### config.mk
export PLATFORM = sky130hd
export DESIGN_NAME = subblk_diag_seq
export DESIGN_NICKNAME = d
export VERILOG_FILES = /design/src/rtl/subblk_diag_pkg.sv /design/src/rtl/subblk_onehot.sv /design/src/rtl/subblk_repair_reg.sv /design/src/rtl/subblk_diag_fsm.sv /design/src/rtl/subblk_diag_seq.sv
export SDC_FILE = /design/constraint.sdc
export NUM_CORES = 1
export LEC_CHECK = 0
export BUFFER_PORTS_ARGS = -buffer_cell sky130_fd_sc_hd__clkbuf_2
export CAP_MARGIN = 5
export CORE_MARGIN = 5
export CORE_UTILIZATION = 40
export CTS_BUF_LIST = sky130_fd_sc_hd__clkbuf_16
export CTS_CLUSTER_DIAMETER = 80
export DETAILED_ROUTE_END_ITERATION = 8
export PLACE_DENSITY_LB_ADDON = 0.25
export SYNTH_ARGS = -nofsm -noshare
export SYNTH_HDL_FRONTEND = slang
export SYNTH_SLANG_ARGS = --single-unit
### constraint.sdc
create_clock -name clk -period 2.7 [get_ports clk]
set_input_delay 0.27 -clock clk [delete_from_list [all_inputs] [get_ports clk]]
set_output_delay 0.27 -clock clk [all_outputs]
set_load 0.02 [all_outputs]
### src/rtl/subblk_diag_pkg.sv
package subblk_diag_pkg;

  typedef enum logic [2:0] {
    DG_IDLE,
    DG_HALT,
    DG_CLEAR,
    DG_RUN,
    DG_ISOLATE,
    DG_REROUTE,
    DG_FINISH
  } dg_state_e;

  function automatic int idx_bits(input int n);
    return (n <= 1) ? 1 : $clog2(n);
  endfunction

endpackage

### src/rtl/subblk_onehot.sv
module subblk_onehot #(
  parameter int N = 8,
  parameter int W = 3
) (
  input  logic [W-1:0] idx_i,
  input  logic         en_i,
  output logic [N-1:0] hot_o
);

  for (genvar g = 0; g < N; g++) begin : g_dec
    assign hot_o[g] = en_i && (idx_i == W'(g));
  end

endmodule

### src/rtl/subblk_repair_reg.sv
module subblk_repair_reg #(
  parameter int N = 8,
  parameter int W = 3
) (
  input  logic         clk,
  input  logic         rst_n,
  input  logic         clear_i,
  input  logic         iso_set_i,
  input  logic         rrt_set_i,
  input  logic [W-1:0] idx_i,
  output logic [N-1:0] iso_o,
  output logic [N-1:0] rrt_o
);

  logic [N-1:0] hot;
  logic [N-1:0] iso_q;
  logic [N-1:0] rrt_q;

  subblk_onehot #(.N(N), .W(W)) u_sel (
    .idx_i (idx_i),
    .en_i  (1'b1),
    .hot_o (hot)
  );

  always_ff @(posedge clk) begin
    if (!rst_n || clear_i) begin
      iso_q <= '0;
      rrt_q <= '0;
    end else begin
      if (iso_set_i) iso_q <= hot;
      if (rrt_set_i) rrt_q <= hot;
    end
  end

  assign iso_o = iso_q;
  assign rrt_o = rrt_q;

endmodule

### src/rtl/subblk_diag_fsm.sv
module subblk_diag_fsm
  import subblk_diag_pkg::*;
#(
  parameter int N = 8,
  parameter int W = 3
) (
  input  logic         clk,
  input  logic         rst_n,
  input  logic         start_i,
  input  logic         endchk_mode_i,
  input  logic         halt_ack_i,
  input  logic         cycle_done_i,
  input  logic         mon_fail_i,
  output dg_state_e    state_o,
  output logic [W-1:0] idx_o,
  output logic         accept_o,
  output logic         iso_set_o,
  output logic         rrt_set_o,
  output logic         done_o,
  output logic         found_o,
  output logic [W-1:0] fault_idx_o
);

  localparam logic [W-1:0] LAST = W'(N - 1);

  dg_state_e    st_q, st_d;
  logic [W-1:0] idx_q;
  logic         mode_q;
  logic         hit_q;
  logic         done_q;
  logic         found_q;
  logic [W-1:0] fidx_q;
  logic         hit;
  logic         accept;
  logic         iso_set;
  logic         rrt_set;
  logic         advance;

  always_comb begin
    st_d    = st_q;
    accept  = 1'b0;
    iso_set = 1'b0;
    rrt_set = 1'b0;
    advance = 1'b0;
    hit     = mode_q ? (cycle_done_i & mon_fail_i) : mon_fail_i;
    case (st_q)
      DG_IDLE: begin
        if (start_i) begin
          st_d   = DG_HALT;
          accept = 1'b1;
        end
      end
      DG_HALT:  if (halt_ack_i) st_d = DG_CLEAR;
      DG_CLEAR: st_d = DG_RUN;
      DG_RUN: begin
        if (hit) begin
          st_d    = DG_ISOLATE;
          iso_set = 1'b1;
        end else if (cycle_done_i) begin
          if (idx_q == LAST) begin
            st_d = DG_FINISH;
          end else begin
            st_d    = DG_CLEAR;
            advance = 1'b1;
          end
        end
      end
      DG_ISOLATE: begin
        st_d    = DG_REROUTE;
        rrt_set = 1'b1;
      end
      DG_REROUTE: st_d = DG_FINISH;
      DG_FINISH:  st_d = DG_IDLE;
      default:    st_d = DG_IDLE;
    endcase
  end

  always_ff @(posedge clk) begin
    if (!rst_n) begin
      st_q    <= DG_IDLE;
      idx_q   <= '0;
      mode_q  <= 1'b0;
      hit_q   <= 1'b0;
      done_q  <= 1'b0;
      found_q <= 1'b0;
      fidx_q  <= '0;
    end else begin
      st_q   <= st_d;
      done_q <= (st_q == DG_FINISH);
      if (accept) begin
        idx_q  <= '0;
        mode_q <= endchk_mode_i;
        hit_q  <= 1'b0;
      end
      if (advance) idx_q <= idx_q + W'(1);
      if (iso_set) hit_q <= 1'b1;
      if (st_q == DG_FINISH) begin
        found_q <= hit_q;
        fidx_q  <= hit_q ? idx_q : '0;
      end
    end
  end

  assign state_o     = st_q;
  assign idx_o       = idx_q;
  assign accept_o    = accept;
  assign iso_set_o   = iso_set;
  assign rrt_set_o   = rrt_set;
  assign done_o      = done_q;
  assign found_o     = found_q;
  assign fault_idx_o = fidx_q;

endmodule

### src/rtl/subblk_diag_seq.sv
module subblk_diag_seq
  import subblk_diag_pkg::*;
#(
  parameter  int NUM_SUB = 8,
  localparam int IDX_W   = idx_bits(NUM_SUB)
) (
  input  logic               clk,
  input  logic               rst_n,
  input  logic               start_i,
  input  logic               endchk_mode_i,
  input  logic               halt_ack_i,
  input  logic               cycle_done_i,
  input  logic               mon_fail_i,
  output logic               suspend_o,
  output logic               run_o,
  output logic               mon_clr_o,
  output logic [NUM_SUB-1:0] tap_sel_o,
  output logic [NUM_SUB-1:0] iso_o,
  output logic [NUM_SUB-1:0] rrt_o,
  output logic               done_o,
  output logic               fault_found_o,
  output logic [IDX_W-1:0]   fault_idx_o
);

  dg_state_e        state;
  logic [IDX_W-1:0] idx;
  logic             accept;
  logic             iso_set;
  logic             rrt_set;
  logic             tap_en;

  subblk_diag_fsm #(.N(NUM_SUB), .W(IDX_W)) u_fsm (
    .clk           (clk),
    .rst_n         (rst_n),
    .start_i       (start_i),
    .endchk_mode_i (endchk_mode_i),
    .halt_ack_i    (halt_ack_i),
    .cycle_done_i  (cycle_done_i),
    .mon_fail_i    (mon_fail_i),
    .state_o       (state),
    .idx_o         (idx),
    .accept_o      (accept),
    .iso_set_o     (iso_set),
    .rrt_set_o     (rrt_set),
    .done_o        (done_o),
    .found_o       (fault_found_o),
    .fault_idx_o   (fault_idx_o)
  );

  assign tap_en = (state == DG_CLEAR) || (state == DG_RUN);

  subblk_onehot #(.N(NUM_SUB), .W(IDX_W)) u_tap (
    .idx_i (idx),
    .en_i  (tap_en),
    .hot_o (tap_sel_o)
  );

  subblk_repair_reg #(.N(NUM_SUB), .W(IDX_W)) u_rep (
    .clk       (clk),
    .rst_n     (rst_n),
    .clear_i   (accept),
    .iso_set_i (iso_set),
    .rrt_set_i (rrt_set),
    .idx_i     (idx),
    .iso_o     (iso_o),
    .rrt_o     (rrt_o)
  );

  assign suspend_o = (state != DG_IDLE);
  assign run_o     = (state == DG_RUN);
  assign mon_clr_o = (state == DG_CLEAR);

endmodule

==> results.sh, run 1 <==
export IMPL_outcome="complete, no violations"
export IMPL_clock_sinks=29
export IMPL_crit_type="reg2out"
export IMPL_synth_flop_cell="dfxtp_1"
export IMPL_wl_mm=3.43
export IMPL_drtAntennaViolNets=0
export IMPL_antenna_found_initial=0
export IMPL_crit_fanout=13
export IMPL_final_min_clock_period_ns=1.94
export IMPL_power_static_leakage_nw=0.750
export IMPL_vias=1269
export IMPL_synth_warnings=0
export IMPL_cts_setup_buffers=0
export IMPL_cp_required_ns=2.43
export IMPL_wl_per_cell_um=13.7
export IMPL_route_detailed_drc=0
export IMPL_clock_latency_ns=0.28
export IMPL_first_pass_iters=4
export IMPL_drive_gt1_share_pct=25.6
export IMPL_grt_max_degree=17
export IMPL_antenna_cells=0
export IMPL_ir_drop_mv=0.425
export IMPL_grt_pass1_vias=1169
export IMPL_drv_slew=0
export IMPL_cts_root_buf="clkbuf_16"
export IMPL_fin_area_um2=1770
export IMPL_final_setup_viol_count=0
export IMPL_gp_congestion=0.796
export IMPL_multiInputGateArea_um2=773
export IMPL_grt_pass1_wl_mm=5.62
export IMPL_hp_start="endchk_mode_i"
export IMPL_fin_tns_setup_ns=0
export IMPL_fillers=368
export IMPL_start_util_pct=40.8
export IMPL_synth_edf_count=0
export IMPL_pwr_density_cell_nw_per_um2=586
export IMPL_worstMarginPinSlew_ns=0.720
export IMPL_ys_seq_area_share_pct=39.1
export IMPL_fmax_mhz=515
export IMPL_crit_path_start_kind="flip-flop"
export IMPL_rsz0062_at_grt="false"
export IMPL_syn_inst=170
export IMPL_cp_end_kind="output port"
export IMPL_max_slew_margin_pct=51.9
export IMPL_pre_cts_slack_ns=1.02
export IMPL_r2r_start="u_fsm.state_o[1]"
export IMPL_grtUsageMet3_pct=5.26
export IMPL_grt_overflow_total=0
export IMPL_finalHoldViolations=0
export IMPL_worst_slack_ns=0.758
export IMPL_syn_area_um2=1480
export IMPL_top_usage_layer="met2"
export IMPL_worstPathArrival_ns=1.67
export IMPL_synthArstFlopShare_pct=0
export IMPL_core_area_um2=3630
export IMPL_setup_worst_path_start="u_fsm.state_o[1]"
export IMPL_cts_resized=0
export IMPL_cap_violations=0
export IMPL_use_met1_pct=19.3
export IMPL_skew_ns=0.00703
export IMPL_viasPerCell=5.06
export IMPL_rows=22
export IMPL_grt_util_met2_pct=19.5
export IMPL_area_growth_pct=19.5
export IMPL_ys_ff_latch=29
export IMPL_cts_inserted_buffers=5
export IMPL_cts_max_level=2
export IMPL_placed_area_um2=1630
export IMPL_hold_path_class="in2reg"
export IMPL_num_io_pins=39
export IMPL_synth_distinct_cells=39
export IMPL_dieArea_um2=5030
export IMPL_clk_pin_slew_ns=0.05
export IMPL_hpwl_mm=2.47
export IMPL_nets=215
export IMPL_synthesis_nets=183
export IMPL_portBuffers=38
export IMPL_cts_hold_buf=0
export IMPL_timing_final_crit_share_pct=71.9
export IMPL_final_cell_mix="38 x clkbuf_2, 29 x dfxtp_1, 23 x nand2_1"
export IMPL_register_area_um2=581
export IMPL_tritoncts="yes"
export IMPL_final_common_cell="clkbuf_2"
export IMPL_cts_path_max_buffers=2
export IMPL_fp_dieW_um=70.9
export IMPL_syn_avg_cell_area_um2=8.73
export IMPL_grtUsageTotal_pct=14.5
export IMPL_die_h_um=70.9
export IMPL_dr_first_iter_drc_count=117
[where the power goes]
part,total (W),switching [W],internal [W]
combinational,0.0000747,0.0000497,0.0000251
clock,0.000519,0.000186,0.000333
sequential,0.000445,0.0000119,0.000433
[synth_stat cells, types with 2 or more instances]
cell,count,area (um^2)
nand4_1,9,56.3
nand2_1,23,86.3
dfxtp_1,29,581
ha_1,6,75.1
or3_1,2,12.5
mux2i_1,4,40.0
nand3_1,7,35.0
inv_1,6,22.5
buf_6,3,33.8
nor2b_1,11,68.8
buf_2,4,20.0
a21oi_1,20,100
buf_4,2,15.0
nor2_1,6,22.5
nand2b_1,4,25.0
and2_1,3,18.8
clkbuf_1,2,7.51
o31ai_1,8,60.1
[layout make-up]
class | count | area share (%)
timing repair buffer | 38 | 10.7
multi-input combinational | 120 | 43.6
tap | 48 | 3.39
sequential | 29 | 32.7
clock buffer | 5 | 7.06
clock inverter | 3 | 0.776
inverter | 8 | 1.69
[critical path, stage by stage (launching register included)]
cell and delay (ns):
dfxtp_1 0.60, nand2b_1 0.36, nor2_1 0.24, clkbuf_2 0.20
[routing by layer]
metal | vias up | wire, um
li1 | 653 | -
met1 | 574 | 1730
met2 | 34 | 1420
met3 | 8 | 198
met4 | 0 | 81
met5 | - | 0
[cell families after synthesis]
group / count (synthesis) / share of synthesized area [%]
and+or+nand+nor: 73 / 28.5
AOI/OAI and AO/OA: 37 / 15.9
DFF: 29 / 39.1
buffers and inverters: 21 / 8.77
adders and majority gates: 6 / 5.06
muxes: 4 / 2.70
[path summary, 6_finish.rpt]
kind	end	slack, ns	cells past startpoint
min reg2reg	u_rep.rrt_o[3]	0.45	2
min	u_fsm.mode_q	0.23	3
max reg2reg	u_fsm.state_o[0]	1.01	3
max	tap_sel_o[7]	0.76	3
[flip-flops by register name (all words and copies together) (netlist names)]
signal             cells
u_rep.rrt_o            8
u_fsm.found_o          1
u_rep.iso_o            8
u_fsm.mode_q           1
u_fsm.idx_o            3
u_fsm.hit_q            1
u_fsm.fault_idx_o      3
u_fsm.done_o           1
u_fsm.state_o          3
[through the flow]
step	util [%]	power, W	hold slack [ns]	std cells
final	48.8	0.00104	0.231	251
after global routing	48.8	0.00108	0.286	251
after CTS	48.8	0.00105	0.232	251
after detailed placement	45.0	0.000529	0.448	243
after global placement	45.0	0.000528	0.445	243
after floorplan	-	0.000523	0.414	170
Power figures use the tool's default switching activity.
==> inputs of run 2 (changes only) <==
- clock period: 2.7 -> 1.95 ns (I/O delays scaled with it)
==> results.sh, run 2 (synthesized netlist as in run 1, its figures left out) <==
export IMPL_outcome="complete, no violations"
export IMPL_grt_overflow_total=0
export IMPL_power_static_leakage_nw=0.753
export IMPL_dieArea_um2=5030
export IMPL_r2r_slack_ns=0.37
export IMPL_final_setup_viol_count=0
export IMPL_place_inst=245
export IMPL_fin_cells=252
export IMPL_cts_inserted_buffers=5
export IMPL_timing_final_crit_share_pct=87.6
export IMPL_hpwl_mm=2.58
export IMPL_num_io_pins=39
export IMPL_area_growth_pct=20.1
export IMPL_final_cell_mix="38 x clkbuf_2, 29 x dfxtp_1, 23 x nand2_1"
export IMPL_grtUsageTotal_pct=14.5
export IMPL_worstMarginPinSlew_ns=0.739
export IMPL_cts_path_max_buffers=2
export IMPL_rows=22
export IMPL_slowest_delay_ns=0.34
export IMPL_crit_end="tap_sel_o[2]"
export IMPL_crit_fanout=5
export IMPL_fillers=399
export IMPL_hold_path_class="in2reg"
export IMPL_p_total_w=0.00141
export IMPL_core_area_um2=3630
export IMPL_wl_mm=3.43
export IMPL_crit_path_start_kind="flip-flop"
export IMPL_slowest_stage="dfxtp_1"
export IMPL_clock_latency_ns=0.27
export IMPL_cp_required_ns=1.75
export IMPL_tritoncts="yes"
export IMPL_fin_tns_setup_ns=0
export IMPL_r2r_start="u_fsm.state_o[1]"
export IMPL_gp_congestion=0.765
export IMPL_cts_resized=0
export IMPL_cts_max_level=2
export IMPL_max_slew_margin_pct=50.7
export IMPL_setup_worst_path_start="u_fsm.idx_o[0]"
export IMPL_cp_end_kind="output port"
export IMPL_portBuffers=38
export IMPL_antenna_found_initial=0
export IMPL_skew_ns=0.00213
export IMPL_finalHoldViolations=0
export IMPL_final_common_cell="clkbuf_2"
export IMPL_wl_per_cell_um=13.6
export IMPL_fmax_mhz=586
export IMPL_clock_sinks=29
export IMPL_cts_root_buf="clkbuf_16"
export IMPL_drtAntennaViolNets=0
export IMPL_vias=1280
export IMPL_nets=217
export IMPL_drive_gt1_share_pct=25.5
export IMPL_r2r_end="u_fsm.idx_o[2]"
export IMPL_clk_pin_slew_ns=0.05
export IMPL_pwr_density_cell_nw_per_um2=791
export IMPL_cts_hold_buf=0
export IMPL_dr_first_iter_drc_count=85
export IMPL_crit_type="reg2out"
export IMPL_final_min_clock_period_ns=1.71
export IMPL_cts_setup_buffers=0
export IMPL_grt_pass1_wl_mm=5.77
export IMPL_first_pass_iters=4
export IMPL_viasPerCell=5.08
export IMPL_cap_violations=0
export IMPL_worstPathArrival_ns=1.51
export IMPL_route_detailed_drc=0
export IMPL_crit_top_cell="nor2b_1"
export IMPL_ir_drop_mv=0.402
export IMPL_grt_pass1_vias=1205
export IMPL_start_util_pct=40.8
export IMPL_path_cells="inv_1 > ha_1 > nor2b_1 > nor2b_1 > clkbuf_2"
export IMPL_fp_dieW_um=70.9
export IMPL_rsz0062_at_grt="false"
export IMPL_antenna_cells=0
export IMPL_drv_slew=0
export IMPL_die_h_um=70.9
export IMPL_grt_max_degree=17
export IMPL_reg2reg_depth=4
[run 2: cell count changes in the layout (fill, tap and decap cells not counted), sizes merged]
cell | previous run | this run
buf | 0 | 2
clkinv | 3 | 2
[run 2: how the worst min path moves through the flow]
stage                             start  slack (ns)           end  cells past startpoint
final                     endchk_mode_i        0.16  u_fsm.mode_q                      3
after global routing      endchk_mode_i        0.22  u_fsm.mode_q                      3
after CTS                 endchk_mode_i        0.16  u_fsm.mode_q                      3
after detailed placement  endchk_mode_i        0.44  u_fsm.mode_q                      3
after global placement    endchk_mode_i        0.44  u_fsm.mode_q                      3
after floorplan           endchk_mode_i        0.34  u_fsm.mode_q                      2
[run 2: cell type report]
class	count	area, um^2	share of cell area, %
clock buffer	5	125	7.02
clock inverter	2	7.51	0.421
tap	48	60.1	3.37
inverter	8	30.0	1.69
multi-input combinational	120	773	43.4
timing repair buffer	40	205	11.5
sequential	29	581	32.6
[run 2: critical path: cells and delay by family (launching register included)]
kind                       cells  cell delay [ns]
adders and majority gates      1             0.17
buffers and inverters          2             0.30
DFF                            1             0.34
and+or+nand+nor                2             0.43
[run 2: layer usage]
layer  share of wire [%]  wire (um)  global-route usage (%)
met5                   0          0                       0
met4                 2.4         81                    8.14
met3                 6.4        218                    4.40
met2                  45       1540                    22.1
met1                  46       1590                    18.1
[run 2: power by group]
| group | internal, W | total (W) | switching (W) |
|---|---|---|---|
| clock network | 0.000453 | 0.000685 | 0.000232 |
| registers | 0.000601 | 0.000618 | 0.0000169 |
| logic | 0.0000381 | 0.000106 | 0.0000683 |
[run 2: metrics by stage]
stage	worst slack (ns)	util, %	hold slack (ns)	area (um^2)
CTS	0.246	49.0	0.165	1780
detailed placement	0.384	45.4	0.443	1650
finish	0.242	49.0	0.160	1780
floorplan	0.639	-	0.339	1480
global placement	0.424	45.4	0.438	1650
global route	0.128	49.0	0.223	1780
==> inputs of run 3 (changes only) <==
- BUFFER_PORTS_ARGS: -buffer_cell sky130_fd_sc_hd__clkbuf_2 -> default
- DONT_BUFFER_PORTS: default -> 1
==> results.sh, run 3 (synthesized netlist as in run 1, its figures left out) <==
export IMPL_cts_path_max_buffers=2
export IMPL_power_static_leakage_nw=0.587
export IMPL_hold_path_class="in2reg"
export IMPL_outcome="complete, no violations"
export IMPL_final_cell_mix="29 x dfxtp_1, 23 x nand2_1, 20 x a21oi_1"
export IMPL_placed_area_um2=1470
export IMPL_portBuffers=0
export IMPL_hp_start="rst_n"
export IMPL_drv_slew=0
export IMPL_crit_path_start_kind="flip-flop"
export IMPL_dieArea_um2=5030
export IMPL_cts_root_buf="clkbuf_16"
export IMPL_wl_mm=3.45
export IMPL_die_h_um=70.9
export IMPL_worstMarginPinSlew_ns=0.511
export IMPL_worstPathArrival_ns=1.53
export IMPL_cts_inserted_buffers=5
export IMPL_clk_pin_slew_ns=0.05
export IMPL_fin_tns_setup_ns=0
export IMPL_max_slew_margin_pct=65.8
export IMPL_cts_hold_buf=0
export IMPL_sequentialPowerShare_pct=44.1
export IMPL_swShare_pct=22.0
export IMPL_cts_max_level=2
export IMPL_crit_fanout=13
export IMPL_grt_max_degree=17
export IMPL_ir_drop_mv=0.661
export IMPL_cts_resized=0
export IMPL_setup_worst_path_start="u_fsm.state_o[2]"
export IMPL_fin_util_pct=44.0
export IMPL_reg2reg_depth=3
export IMPL_antenna_found_initial=0
export IMPL_clockPowerShare_pct=49.3
export IMPL_crit_end="tap_sel_o[5]"
export IMPL_rows=22
export IMPL_viasPerCell=5.47
export IMPL_clock_latency_ns=0.27
export IMPL_r2r_slack_ns=0.44
export IMPL_tritoncts="yes"
export IMPL_p_sw_w=0.000306
export IMPL_timing_final_crit_share_pct=88.3
export IMPL_antenna_cells=0
export IMPL_route_detailed_drc=0
export IMPL_cts_setup_buffers=0
export IMPL_drtAntennaViolNets=0
export IMPL_grt_overflow_total=0
export IMPL_pwr_density_cell_nw_per_um2=870
export IMPL_fp_dieW_um=70.9
export IMPL_fmax_mhz=581
export IMPL_power_internal_w=0.00108
export IMPL_cp_required_ns=1.75
export IMPL_core_area_um2=3630
export IMPL_num_io_pins=39
export IMPL_r2r_end="u_fsm.state_o[0]"
export IMPL_dr_first_iter_drc_count=67
export IMPL_grt_pass1_wl_mm=5.98
export IMPL_grt_pass1_vias=1143
export IMPL_grtUsageTotal_pct=15.1
export IMPL_cp_end_kind="output port"
export IMPL_fin_area_um2=1600
export IMPL_r2r_start="u_fsm.state_o[2]"
export IMPL_hpwl_mm=2.61
export IMPL_rsz0062_at_grt="false"
export IMPL_crit_type="reg2out"
export IMPL_clock_sinks=29
export IMPL_drive_gt1_share_pct=8.98
export IMPL_start_util_pct=40.8
export IMPL_gp_congestion=0.802
export IMPL_area_growth_pct=7.76
export IMPL_vias=1176
export IMPL_nets=180
export IMPL_final_min_clock_period_ns=1.72
export IMPL_cap_violations=0
export IMPL_first_pass_iters=4
export IMPL_combPwrFrac_pct=6.6
export IMPL_final_common_cell="dfxtp_1"
export IMPL_finalHoldViolations=0
export IMPL_final_setup_viol_count=0
export IMPL_wl_per_cell_um=16.0
export IMPL_skew_ns=0.00397
## run 3: cell types whose count changed in the layout (fill, tap and decap cells not counted), sizes merged
cell,previous run,this run
buf,2,3
clkbuf,43,5
## run 3: power by group through the flow
stage | sequential (W) | clock [W] | combinational (W)
floorplan | 0.000617 | 0 | 0.000108
global placement | 0.000623 | 0 | 0.0000904
detailed placement | 0.000624 | 0 | 0.0000924
CTS | 0.000612 | 0.000697 | 0.0000927
global route | 0.000613 | 0.000742 | 0.000102
finish | 0.000613 | 0.000686 | 0.0000921
## run 3: routing by layer
metal	wire (um)	global-route usage [%]	vias up
li1	-	-	584
met1	1520	18.7	539
met2	1490	21.6	45
met3	363	8.10	8
met4	72	6.89	0
met5	0	0	-
## run 3: how the worst min path moves through the flow
stage                             endpoint  depth (start not counted)  slack, ns
final                     u_fsm.state_o[1]                          1       0.04
after global routing      u_fsm.state_o[1]                          1       0.04
after CTS                 u_fsm.state_o[1]                          1       0.04
after detailed placement  u_fsm.state_o[1]                          1       0.32
after global placement    u_fsm.state_o[1]                          1       0.32
after floorplan               u_fsm.mode_q                          2       0.34
## run 3: critical path, stage by stage (launching register included)
cell      delay (ns)
dfxtp_1         0.40
nand2b_1        0.38
nor2b_1         0.47
## run 3: area by class of cell
type                            instances  area [um^2]
Clock inverter                          2         7.51
Multi-Input combinational cell        120          773
Clock buffer                            5          125
Tap cell                               48         60.1
Fill cell                             372         2030
Sequential cell                        29          581
Inverter                                8         30.0
Timing Repair Buffer                    3         22.5
## run 3: metrics by stage
step	total power (W)	setup slack (ns)	hold WS [ns]	cells
after floorplan	0.000725	0.639	0.339	170
after global placement	0.000714	0.506	0.323	208
after detailed placement	0.000716	0.435	0.319	208
after CTS	0.00140	0.217	0.0413	215
after global routing	0.00146	0.0987	0.0434	215
final	0.00139	0.227	0.0425	215
